## src/rtl/mdio_slave_pkg.sv

```systemverilog
package mdio_slave_pkg;
  localparam int PHY_W    = 5;
  localparam int REG_W    = 5;
  localparam int FRAME_DW = 16;

  localparam logic [1:0] OP_RD = 2'b10;
  localparam logic [1:0] OP_WR = 2'b01;

  typedef enum logic [2:0] {
    M_PRE,
    M_ST,
    M_OP,
    M_HDR,
    M_TA,
    M_DAT
  } mframe_e;
endpackage

```

## src/rtl/mdio_frame_rx.sv

```systemverilog
module mdio_frame_rx
  import mdio_slave_pkg::*;
#(
  parameter int PRE_MIN = 32
) (
  input  logic                mdc,
  input  logic                rst_n,
  input  logic                mdio_in,
  output mframe_e             st,
  output logic [3:0]          cnt,
  output logic                is_rd,
  output logic [PHY_W-1:0]    phy,
  output logic [REG_W-1:0]    rg,
  output logic                wr_en,
  output logic [FRAME_DW-1:0] wr_data
);
  localparam int PW = $clog2(PRE_MIN + 1);
  localparam logic [PW-1:0] PRE_LIM = PW'(PRE_MIN);

  mframe_e             st_q;
  logic [3:0]          cnt_q;
  logic [PW-1:0]       pre_q;
  logic [FRAME_DW-2:0] sh_q;
  logic                rd_q;
  logic [PHY_W-1:0]    phy_q;
  logic [REG_W-1:0]    rg_q;

  always_ff @(posedge mdc or negedge rst_n) begin
    if (!rst_n) begin
      st_q  <= M_PRE;
      cnt_q <= '0;
      pre_q <= '0;
      sh_q  <= '0;
      rd_q  <= 1'b0;
      phy_q <= '0;
      rg_q  <= '0;
    end else begin
      sh_q <= {sh_q[FRAME_DW-3:0], mdio_in};
      if (st_q != M_PRE) pre_q <= '0;
      case (st_q)
        M_PRE: begin
          if (mdio_in) begin
            if (pre_q != PRE_LIM) pre_q <= pre_q + 1'b1;
          end else begin
            if (pre_q == PRE_LIM) st_q <= M_ST;
            pre_q <= '0;
          end
        end
        M_ST: begin
          st_q  <= mdio_in ? M_OP : M_PRE;
          cnt_q <= '0;
        end
        M_OP: begin
          if (cnt_q == 4'd0) begin
            cnt_q <= 4'd1;
          end else begin
            cnt_q <= '0;
            if ({sh_q[0], mdio_in} == OP_RD) begin
              rd_q <= 1'b1;
              st_q <= M_HDR;
            end else if ({sh_q[0], mdio_in} == OP_WR) begin
              rd_q <= 1'b0;
              st_q <= M_HDR;
            end else begin
              st_q <= M_PRE;
            end
          end
        end
        M_HDR: begin
          if (cnt_q == 4'd9) begin
            phy_q <= sh_q[8:4];
            rg_q  <= {sh_q[3:0], mdio_in};
            st_q  <= M_TA;
            cnt_q <= '0;
          end else begin
            cnt_q <= cnt_q + 4'd1;
          end
        end
        M_TA: begin
          if (cnt_q == 4'd0) begin
            cnt_q <= 4'd1;
          end else begin
            cnt_q <= '0;
            if (!rd_q && !(sh_q[0] && !mdio_in)) st_q <= M_PRE;
            else                                 st_q <= M_DAT;
          end
        end
        M_DAT: begin
          if (cnt_q == 4'd15) begin
            st_q  <= M_PRE;
            cnt_q <= '0;
          end else begin
            cnt_q <= cnt_q + 4'd1;
          end
        end
        default: st_q <= M_PRE;
      endcase
    end
  end

  assign st      = st_q;
  assign cnt     = cnt_q;
  assign is_rd   = rd_q;
  assign phy     = phy_q;
  assign rg      = rg_q;
  assign wr_en   = (st_q == M_DAT) && (cnt_q == 4'd15) && !rd_q;
  assign wr_data = {sh_q, mdio_in};
endmodule

```

## src/rtl/mdio_reg_bank.sv

```systemverilog
module mdio_reg_bank
  import mdio_slave_pkg::*;
#(
  parameter int N_CH = 4,
  parameter logic [REG_W-1:0] REP_ADDR = 5'h10,
  parameter logic [REG_W-1:0] COM_ADDR = 5'h11,
  parameter logic [REG_W-1:0] SHR_ADDR = 5'h12,
  localparam int CH_W = $clog2(N_CH),
  localparam int ID_W = PHY_W - CH_W
) (
  input  logic                     mdc,
  input  logic                     rst_n,
  input  logic [ID_W-1:0]          chip_id,
  input  logic [PHY_W-1:0]         phy,
  input  logic [REG_W-1:0]         rg,
  input  logic                     wr_en,
  input  logic [FRAME_DW-1:0]      wr_data,
  output logic [FRAME_DW-1:0]      rd_data,
  output logic                     acc_ok,
  output logic [N_CH*FRAME_DW-1:0] rep_q,
  output logic [FRAME_DW-1:0]      com_q,
  output logic [FRAME_DW-1:0]      shr_q
);
  logic [CH_W-1:0]     ch;
  logic                id_hit, glob;
  logic [FRAME_DW-1:0] rep_r [N_CH];
  logic [FRAME_DW-1:0] com_r, shr_r;

  assign ch     = phy[CH_W-1:0];
  assign id_hit = (phy[PHY_W-1:CH_W] == chip_id);
  assign glob   = (rg == COM_ADDR) || (rg == SHR_ADDR);
  assign acc_ok = id_hit && !(glob && (ch != '0));

  for (genvar c = 0; c < N_CH; c++) begin : g_rep
    always_ff @(posedge mdc or negedge rst_n) begin
      if (!rst_n)
        rep_r[c] <= '0;
      else if (wr_en && acc_ok && rg == REP_ADDR && ch == CH_W'(c))
        rep_r[c] <= wr_data;
    end
    assign rep_q[c*FRAME_DW +: FRAME_DW] = rep_r[c];
  end

  always_ff @(posedge mdc or negedge rst_n) begin
    if (!rst_n) begin
      com_r <= '0;
      shr_r <= '0;
    end else if (wr_en && acc_ok) begin
      if (rg == COM_ADDR) com_r <= wr_data;
      if (rg == SHR_ADDR) shr_r <= wr_data;
    end
  end

  always_comb begin
    if (rg == REP_ADDR)      rd_data = rep_r[ch];
    else if (rg == COM_ADDR) rd_data = com_r;
    else if (rg == SHR_ADDR) rd_data = shr_r;
    else                     rd_data = '0;
  end

  assign com_q = com_r;
  assign shr_q = shr_r;
endmodule

```

## src/rtl/mdio_tx_drv.sv

```systemverilog
module mdio_tx_drv
  import mdio_slave_pkg::*;
(
  input  logic                mdc,
  input  logic                rst_n,
  input  mframe_e             st,
  input  logic [3:0]          cnt,
  input  logic                is_rd,
  input  logic                acc_ok,
  input  logic [FRAME_DW-1:0] rd_data,
  output logic                mdio_out,
  output logic                mdio_oe
);
  logic drv;
  assign drv = is_rd && acc_ok;

  always_ff @(negedge mdc or negedge rst_n) begin
    if (!rst_n) begin
      mdio_oe  <= 1'b0;
      mdio_out <= 1'b0;
    end else if (drv && st == M_TA && cnt == 4'd1) begin
      mdio_oe  <= 1'b1;
      mdio_out <= 1'b0;
    end else if (drv && st == M_DAT) begin
      mdio_oe  <= 1'b1;
      mdio_out <= rd_data[4'd15 - cnt];
    end else begin
      mdio_oe  <= 1'b0;
      mdio_out <= 1'b0;
    end
  end
endmodule

```

## src/rtl/mdio_mgmt_slave.sv

```systemverilog
module mdio_mgmt_slave
  import mdio_slave_pkg::*;
#(
  parameter int N_CH    = 4,
  parameter int PRE_MIN = 32,
  parameter logic [REG_W-1:0] REP_ADDR = 5'h10,
  parameter logic [REG_W-1:0] COM_ADDR = 5'h11,
  parameter logic [REG_W-1:0] SHR_ADDR = 5'h12,
  localparam int CH_W = $clog2(N_CH),
  localparam int ID_W = PHY_W - CH_W
) (
  input  logic                     mdc,
  input  logic                     rst_n,
  input  logic [ID_W-1:0]          chip_id,
  input  logic                     mdio_in,
  output logic                     mdio_out,
  output logic                     mdio_oe,
  output logic [N_CH*FRAME_DW-1:0] rep_q,
  output logic [FRAME_DW-1:0]      com_q,
  output logic [FRAME_DW-1:0]      shr_q
);
  mframe_e             st;
  logic [3:0]          cnt;
  logic                is_rd, wr_en, acc_ok;
  logic [PHY_W-1:0]    phy;
  logic [REG_W-1:0]    rg;
  logic [FRAME_DW-1:0] wr_data, rd_data;

  mdio_frame_rx #(.PRE_MIN(PRE_MIN)) u_rx (
    .mdc(mdc), .rst_n(rst_n), .mdio_in(mdio_in),
    .st(st), .cnt(cnt), .is_rd(is_rd), .phy(phy), .rg(rg),
    .wr_en(wr_en), .wr_data(wr_data)
  );

  mdio_reg_bank #(
    .N_CH(N_CH), .REP_ADDR(REP_ADDR), .COM_ADDR(COM_ADDR), .SHR_ADDR(SHR_ADDR)
  ) u_bank (
    .mdc(mdc), .rst_n(rst_n), .chip_id(chip_id), .phy(phy), .rg(rg),
    .wr_en(wr_en), .wr_data(wr_data), .rd_data(rd_data), .acc_ok(acc_ok),
    .rep_q(rep_q), .com_q(com_q), .shr_q(shr_q)
  );

  mdio_tx_drv u_tx (
    .mdc(mdc), .rst_n(rst_n), .st(st), .cnt(cnt), .is_rd(is_rd),
    .acc_ok(acc_ok), .rd_data(rd_data), .mdio_out(mdio_out), .mdio_oe(mdio_oe)
  );
endmodule

```

## config.mk

```make
export PLATFORM = sky130hd
export DESIGN_NAME = mdio_mgmt_slave
export DESIGN_NICKNAME = d
export VERILOG_FILES = /design/src/rtl/mdio_slave_pkg.sv /design/src/rtl/mdio_frame_rx.sv /design/src/rtl/mdio_reg_bank.sv /design/src/rtl/mdio_tx_drv.sv /design/src/rtl/mdio_mgmt_slave.sv
export SDC_FILE = /design/constraint.sdc
export NUM_CORES = 1
export LEC_CHECK = 0
export BUFFER_PORTS_ARGS = -buffer_cell sky130_fd_sc_hd__buf_2
export CAP_MARGIN = 20
export CORE_MARGIN = 5
export CORE_UTILIZATION = 50
export DETAILED_ROUTE_END_ITERATION = 16
export PLACE_DENSITY = 0.77
export SLEW_MARGIN = 10
export SYNTH_ARGS = -nofsm -noshare
export SYNTH_HDL_FRONTEND = slang
export SYNTH_SLANG_ARGS = --single-unit
```

## constraint.sdc

```tcl
create_clock -name mdc -period 6.9 [get_ports mdc]
set_input_delay 0.345 -clock mdc [delete_from_list [all_inputs] [get_ports mdc]]
set_output_delay 0.345 -clock mdc [all_outputs]
set_load 0.02 [all_outputs]
```

After elaboration in Yosys (flattened, before gate mapping). Cells that the tools add are included.

Reduce and logical (&&, ||, !) cells: 34. Equality and inequality tests: 25. Bitwise gates (word level): 2. Mux-type cells: 33. Add/subtract/negate cells: 3. Order comparisons: 2.

Operators with widths (number): $mux 16 (5); $bmux 16 s2 (1); $mux 3 (8); $mux 6 (4); $pmux 3 s6 (1); $logic_and 1x1->1 (16); $pmux 4 s4 (1); $eq 5x5->1 const B (3); $eq 4x4->1 const B (2); $mux 1 (8); $mux 4 (2); $add 6x1->6 const B (1); $eq 2x2->1 const B (3); $eq 3x2->1 const B (2); $eq 3x3->1 const B (2); $eq 6x6->1 const B (1); $ne 2x1->1 const B (3); $ne 2x2->1 const B (3); $ne 6x6->1 const B (1); $reduce_and 2->1 (3); $reduce_and 6->1 (1); $lt 4x5->1 const B (1); $add 4x1->4 const B (1); $bmux 1 s4 (1); other kinds (19) (25).

Output and inout bits: 98. Bits in registers: 137.

Depth between registers and ports, before layout.
Depth in word-level cells: 9. Gate-level depth with buffers: 9. Mapped depth without buffers: 8.

Cells and area by module. A second synthesis with hierarchy kept.

Cell total of the unflattened synthesis: 469. Area total of the unflattened synthesis: 6462.4 um^2.

By module, submodules not included: mdio_reg_bank (cells each 310, instances 1, seq. area each 2402.3 um^2, area an instance 4450.5 um^2); mdio_frame_rx (cells each 140, instances 1, seq. area each 975.9 um^2, area an instance 1774.2 um^2); mdio_tx_drv (cells each 19, instances 1, seq. area each 50.0 um^2, area an instance 237.7 um^2).

==> results.py <==
metrics = {
    "setup_path": {
        "crit_path_end_kind": "flip-flop",
        "r2r_end": "u_tx.mdio_out$_DFF_NN0_",
        "crit_fanout": 23,
        "rrSetupSlack_ns": 1.03,
        "r2r_start": "u_rx.phy[0]$_DFFE_PN0P_",
        "arrival_ns": 2.65,
        "r2r_cells": 7,
        "required_ns": 3.68,
        "worstSetupPathType": "reg2reg",
        "critPathLaunchType": "flip-flop",
    },
    "clocking": {
        "cts-htree-levels": 4,
        "clock_path_buffers": 2,
        "cts.sinks": 137,
        "clk_pin_slew_ns": 0.06,
        "root_buffer": "clkbuf_16",
        "cts_hold_buffers": 0,
        "cts_tree": "yes",
        "postCtsSetupRepairBufs": 0,
        "clk_latency_ns": 0.41,
        "cts_resized": 0,
        "numCtsBuffers": 17,
    },
    "detailed_routing": {
        "viasPerCell": 5.83,
        "drt-wirelength-per-cell_um": 20.6,
        "vias": 4500,
        "dr.pass1.iters": 5,
        "remaining_drc_errors": 0,
        "first_iter_violations": 338,
        "final_antenna_net_count": 0,
        "drt-total-wl_um": 15900,
    },
    "placed_design": {
        "place_ws_ns": 1.09,
        "port_buffers": 103,
        "dp_cells": 740,
        "place_congestion": 0.886,
        "hpwl_um": 11100,
    },
    "cells_and_area": {
        "nets": 599,
        "n_fill_cell": 920,
        "final_cells": 772,
        "post-route-util_pct": 61.1,
        "diodes": 0,
        "area.growth.synth_to_final_pct": 20.6,
        "drive_gt1_share_pct": 41.2,
    },
    "power_and_ir_drop": {
        "switching_share_pct": 19.8,
        "p_clk_share_pct": 55.9,
        "intPower_mw": 1.54,
        "p_seq_share_pct": 42.7,
        "power_density_mw_per_mm2": 250,
        "power_frac_comb_pct": 1.3,
        "ir_drop_uv": 153,
        "p_switching_mw": 0.380,
        "power.leakage_nw": 3.96,
    },
    "flow_run": {
        "cap_violations": 0,
    },
    "global_route": {
        "grt_pass1_wl_um": 25900,
        "antenna_found_initial": 0,
        "grt_pass1_vias": 4724,
        "grt.overflow.total": 0,
        "track_usage_pct": 22.5,
        "grt_max_degree": 71,
    },
    "logic_synthesis": {
        "async_reset_ff_share_pct": 100,
        "synth_nets": 500,
        "syn_area_mm2": 0.00636,
        "synth_fa_ha_area_share_pct": 1.18,
        "synth-simple-area-share_pct": 9.26,
        "synth_seq_cells": 137,
        "ys_types": 57,
        "synth_top_family_by_area": "multiplexers",
        "synth_flop_cell": "dfrtp_1",
        "synthMuxAreaShare_pct": 25.4,
        "synth_compound_area_share_pct": 6.31,
        "avgSynthCellArea_um2": 13.0,
        "synthXorXnorAreaFrac_pct": 1.10,
        "synth_edf_count": 0,
        "syn_inst": 488,
        "yosys_warnings": 0,
        "synth-seq-area-share_pct": 53.9,
    },
    "sta": {
        "slew_headroom_pct": 36.9,
        "fin_setup_tns_ns": 0,
        "finalSetupViolCount": 0,
        "setup_ws_ns": 1.03,
        "finalHoldViolations": 0,
        "whs_ns": 0.0200,
        "skew_ns": 0.0270,
        "rsz0062_at_grt": "false",
        "slew_viol_final": 0,
        "worst_pin_slew_ns": 0.946,
    },
    "floorplanning": {
        "initial_core_util_pct": 50.6,
        "num_io_pins": 104,
        "rows": 41,
        "die_w_um": 123,
        "core_mm2": 0.0126,
        "die_area_mm2": 0.0151,
        "fp.dieH_um": 123,
    },
    "worst_hold_path": {
        "hold_class": "in2async",
    },
    "outcome": {
        "outcome": "completed",
    },
}
## power by group through the flow
stage | clock network (mW) | registers [mW] | logic [mW]
global route | 1.12 | 0.823 | 0.0310
global placement | 0 | 0.835 | 0.0259
finish | 1.08 | 0.822 | 0.0257
CTS | 1.08 | 0.822 | 0.0271
floorplan | 0 | 0.830 | 0.00664
detailed placement | 0 | 0.836 | 0.0268
## cells in the mapped netlist, types with 4 or more instances
| master | number | area [um^2] |
|---|---|---|
| dfrtp_1 | 135 | 3380 |
| mux2_2 | 92 | 1040 |
| nand2_1 | 35 | 131 |
| mux2_1 | 23 | 259 |
| nor2_1 | 19 | 71.3 |
| a21oi_1 | 14 | 70.1 |
| mux2i_1 | 14 | 140 |
| o21ai_0 | 11 | 55.1 |
| buf_2 | 10 | 50.1 |
| clkbuf_1 | 9 | 33.8 |
| inv_1 | 9 | 33.8 |
| nor3_1 | 9 | 45.0 |
| mux4_2 | 8 | 180 |
| ha_1 | 6 | 75.1 |
| nand2b_1 | 6 | 37.5 |
| nor2b_1 | 6 | 37.5 |
| nor4_1 | 6 | 37.5 |
| a221oi_1 | 5 | 43.8 |
| o22ai_1 | 5 | 31.3 |
| xnor2_1 | 5 | 43.8 |
| buf_4 | 4 | 30.0 |
| nand3_1 | 4 | 20.0 |
| o31ai_1 | 4 | 30.0 |
## registers in the layout (all words and copies together) (netlist names)
name	flops
u_bank.com_q	16
u_bank.rep_q	64
u_bank.shr_q	16
u_rx.cnt	4
u_rx.is_rd	1
u_rx.phy	5
u_rx.pre_q	6
u_rx.rg	5
u_rx.sh_q	15
u_rx.st	3
u_tx.mdio_oe	1
u_tx.mdio_out	1
## per-stage QoR
step           total power [mW]  cell area (um^2)
2_1_floorplan             0.837              6360
3_3_place_gp              0.861              6970
3_5_place_dp              0.863              6970
4_1_cts                    1.93              7680
5_1_grt                    1.97              7680
6_report                   1.92              7680
## cell usage in the layout (no fill, tap or decap), types with 2 or more instances in the layout
cell type	n
o22ai_1	5
mux2i_1	14
a311oi_1	3
mux2_2	92
xnor2_1	5
dfrtn_1	2
nor2_1	19
nor2b_1	6
buf_4	4
nor3_1	9
a21oi_1	14
nand2_1	35
nand3_1	4
nand4_1	2
xor2_1	3
a2111oi_0	3
o21ai_0	11
clkbuf_16	17
o31ai_1	4
and3_1	3
nor4_1	6
ha_1	6
inv_6	3
nand2b_1	6
a221oi_1	5
mux2_1	23
o41ai_1	2
dfrtp_1	135
a22o_1	3
clkinv_4	2
bufinv_16	7
mux4_2	8
inv_1	9
buf_2	102
## how the worst max path moves through the flow
stage,start,to,slack (ns),cells past startpoint
2_1_floorplan,u_rx.rg[1]$_DFFE_PN0P_,u_tx.mdio_out$_DFF_NN0_,1.37,7
3_3_place_gp,u_rx.phy[0]$_DFFE_PN0P_,u_tx.mdio_out$_DFF_NN0_,1.15,7
3_5_place_dp,u_rx.phy[0]$_DFFE_PN0P_,u_tx.mdio_out$_DFF_NN0_,1.09,7
4_1_cts,u_rx.phy[0]$_DFFE_PN0P_,u_tx.mdio_out$_DFF_NN0_,1.02,7
5_1_grt,u_rx.phy[0]$_DFFE_PN0P_,u_tx.mdio_out$_DFF_NN0_,0.84,7
6_report,u_rx.phy[0]$_DFFE_PN0P_,u_tx.mdio_out$_DFF_NN0_,1.03,7
## metal layers
metal	part of all wire, %	GRT usage, %	vias up
li1	-	-	1991
met1	42	29.6	2335
met2	50	36.9	150
met3	5.5	5.07	24
met4	1.7	7.42	0
met5	0	0	-
## area by class of cell
| cell class | count | area, um^2 | share of cell area (%) |
|---|---|---|---|
| tap | 172 | 215 | 2.80 |
| clock buffer | 18 | 439 | 5.72 |
| sequential | 137 | 3430 | 44.6 |
| clock inverter | 14 | 267 | 3.47 |
| timing repair buffer | 106 | 541 | 7.04 |
| multi-input combinational | 315 | 2750 | 35.8 |
| inverter | 10 | 37.5 | 0.489 |
## worst max-delay path: stages, from the launching register on
cell      delay [ns]
dfrtp_1         0.63
buf_4           0.42
mux2_2          0.39
o22ai_1         0.16
a221oi_1        0.07
nor3_1          0.17
nor4_1          0.08
o311a_1         0.29
## kinds of logic (layout without fill, tap and decap cells)
kind of cell | after synthesis | after routing
buffers and inverters | 36 | 148
AND/OR/NAND/NOR | 105 | 105
adder cells (fa/ha/maj) | 6 | 6
AO/OA/AOI/OAI | 59 | 59
XOR/XNOR | 8 | 8
multiplexers | 137 | 137
flip-flops | 137 | 137
(Power assumes the default switching activity.)
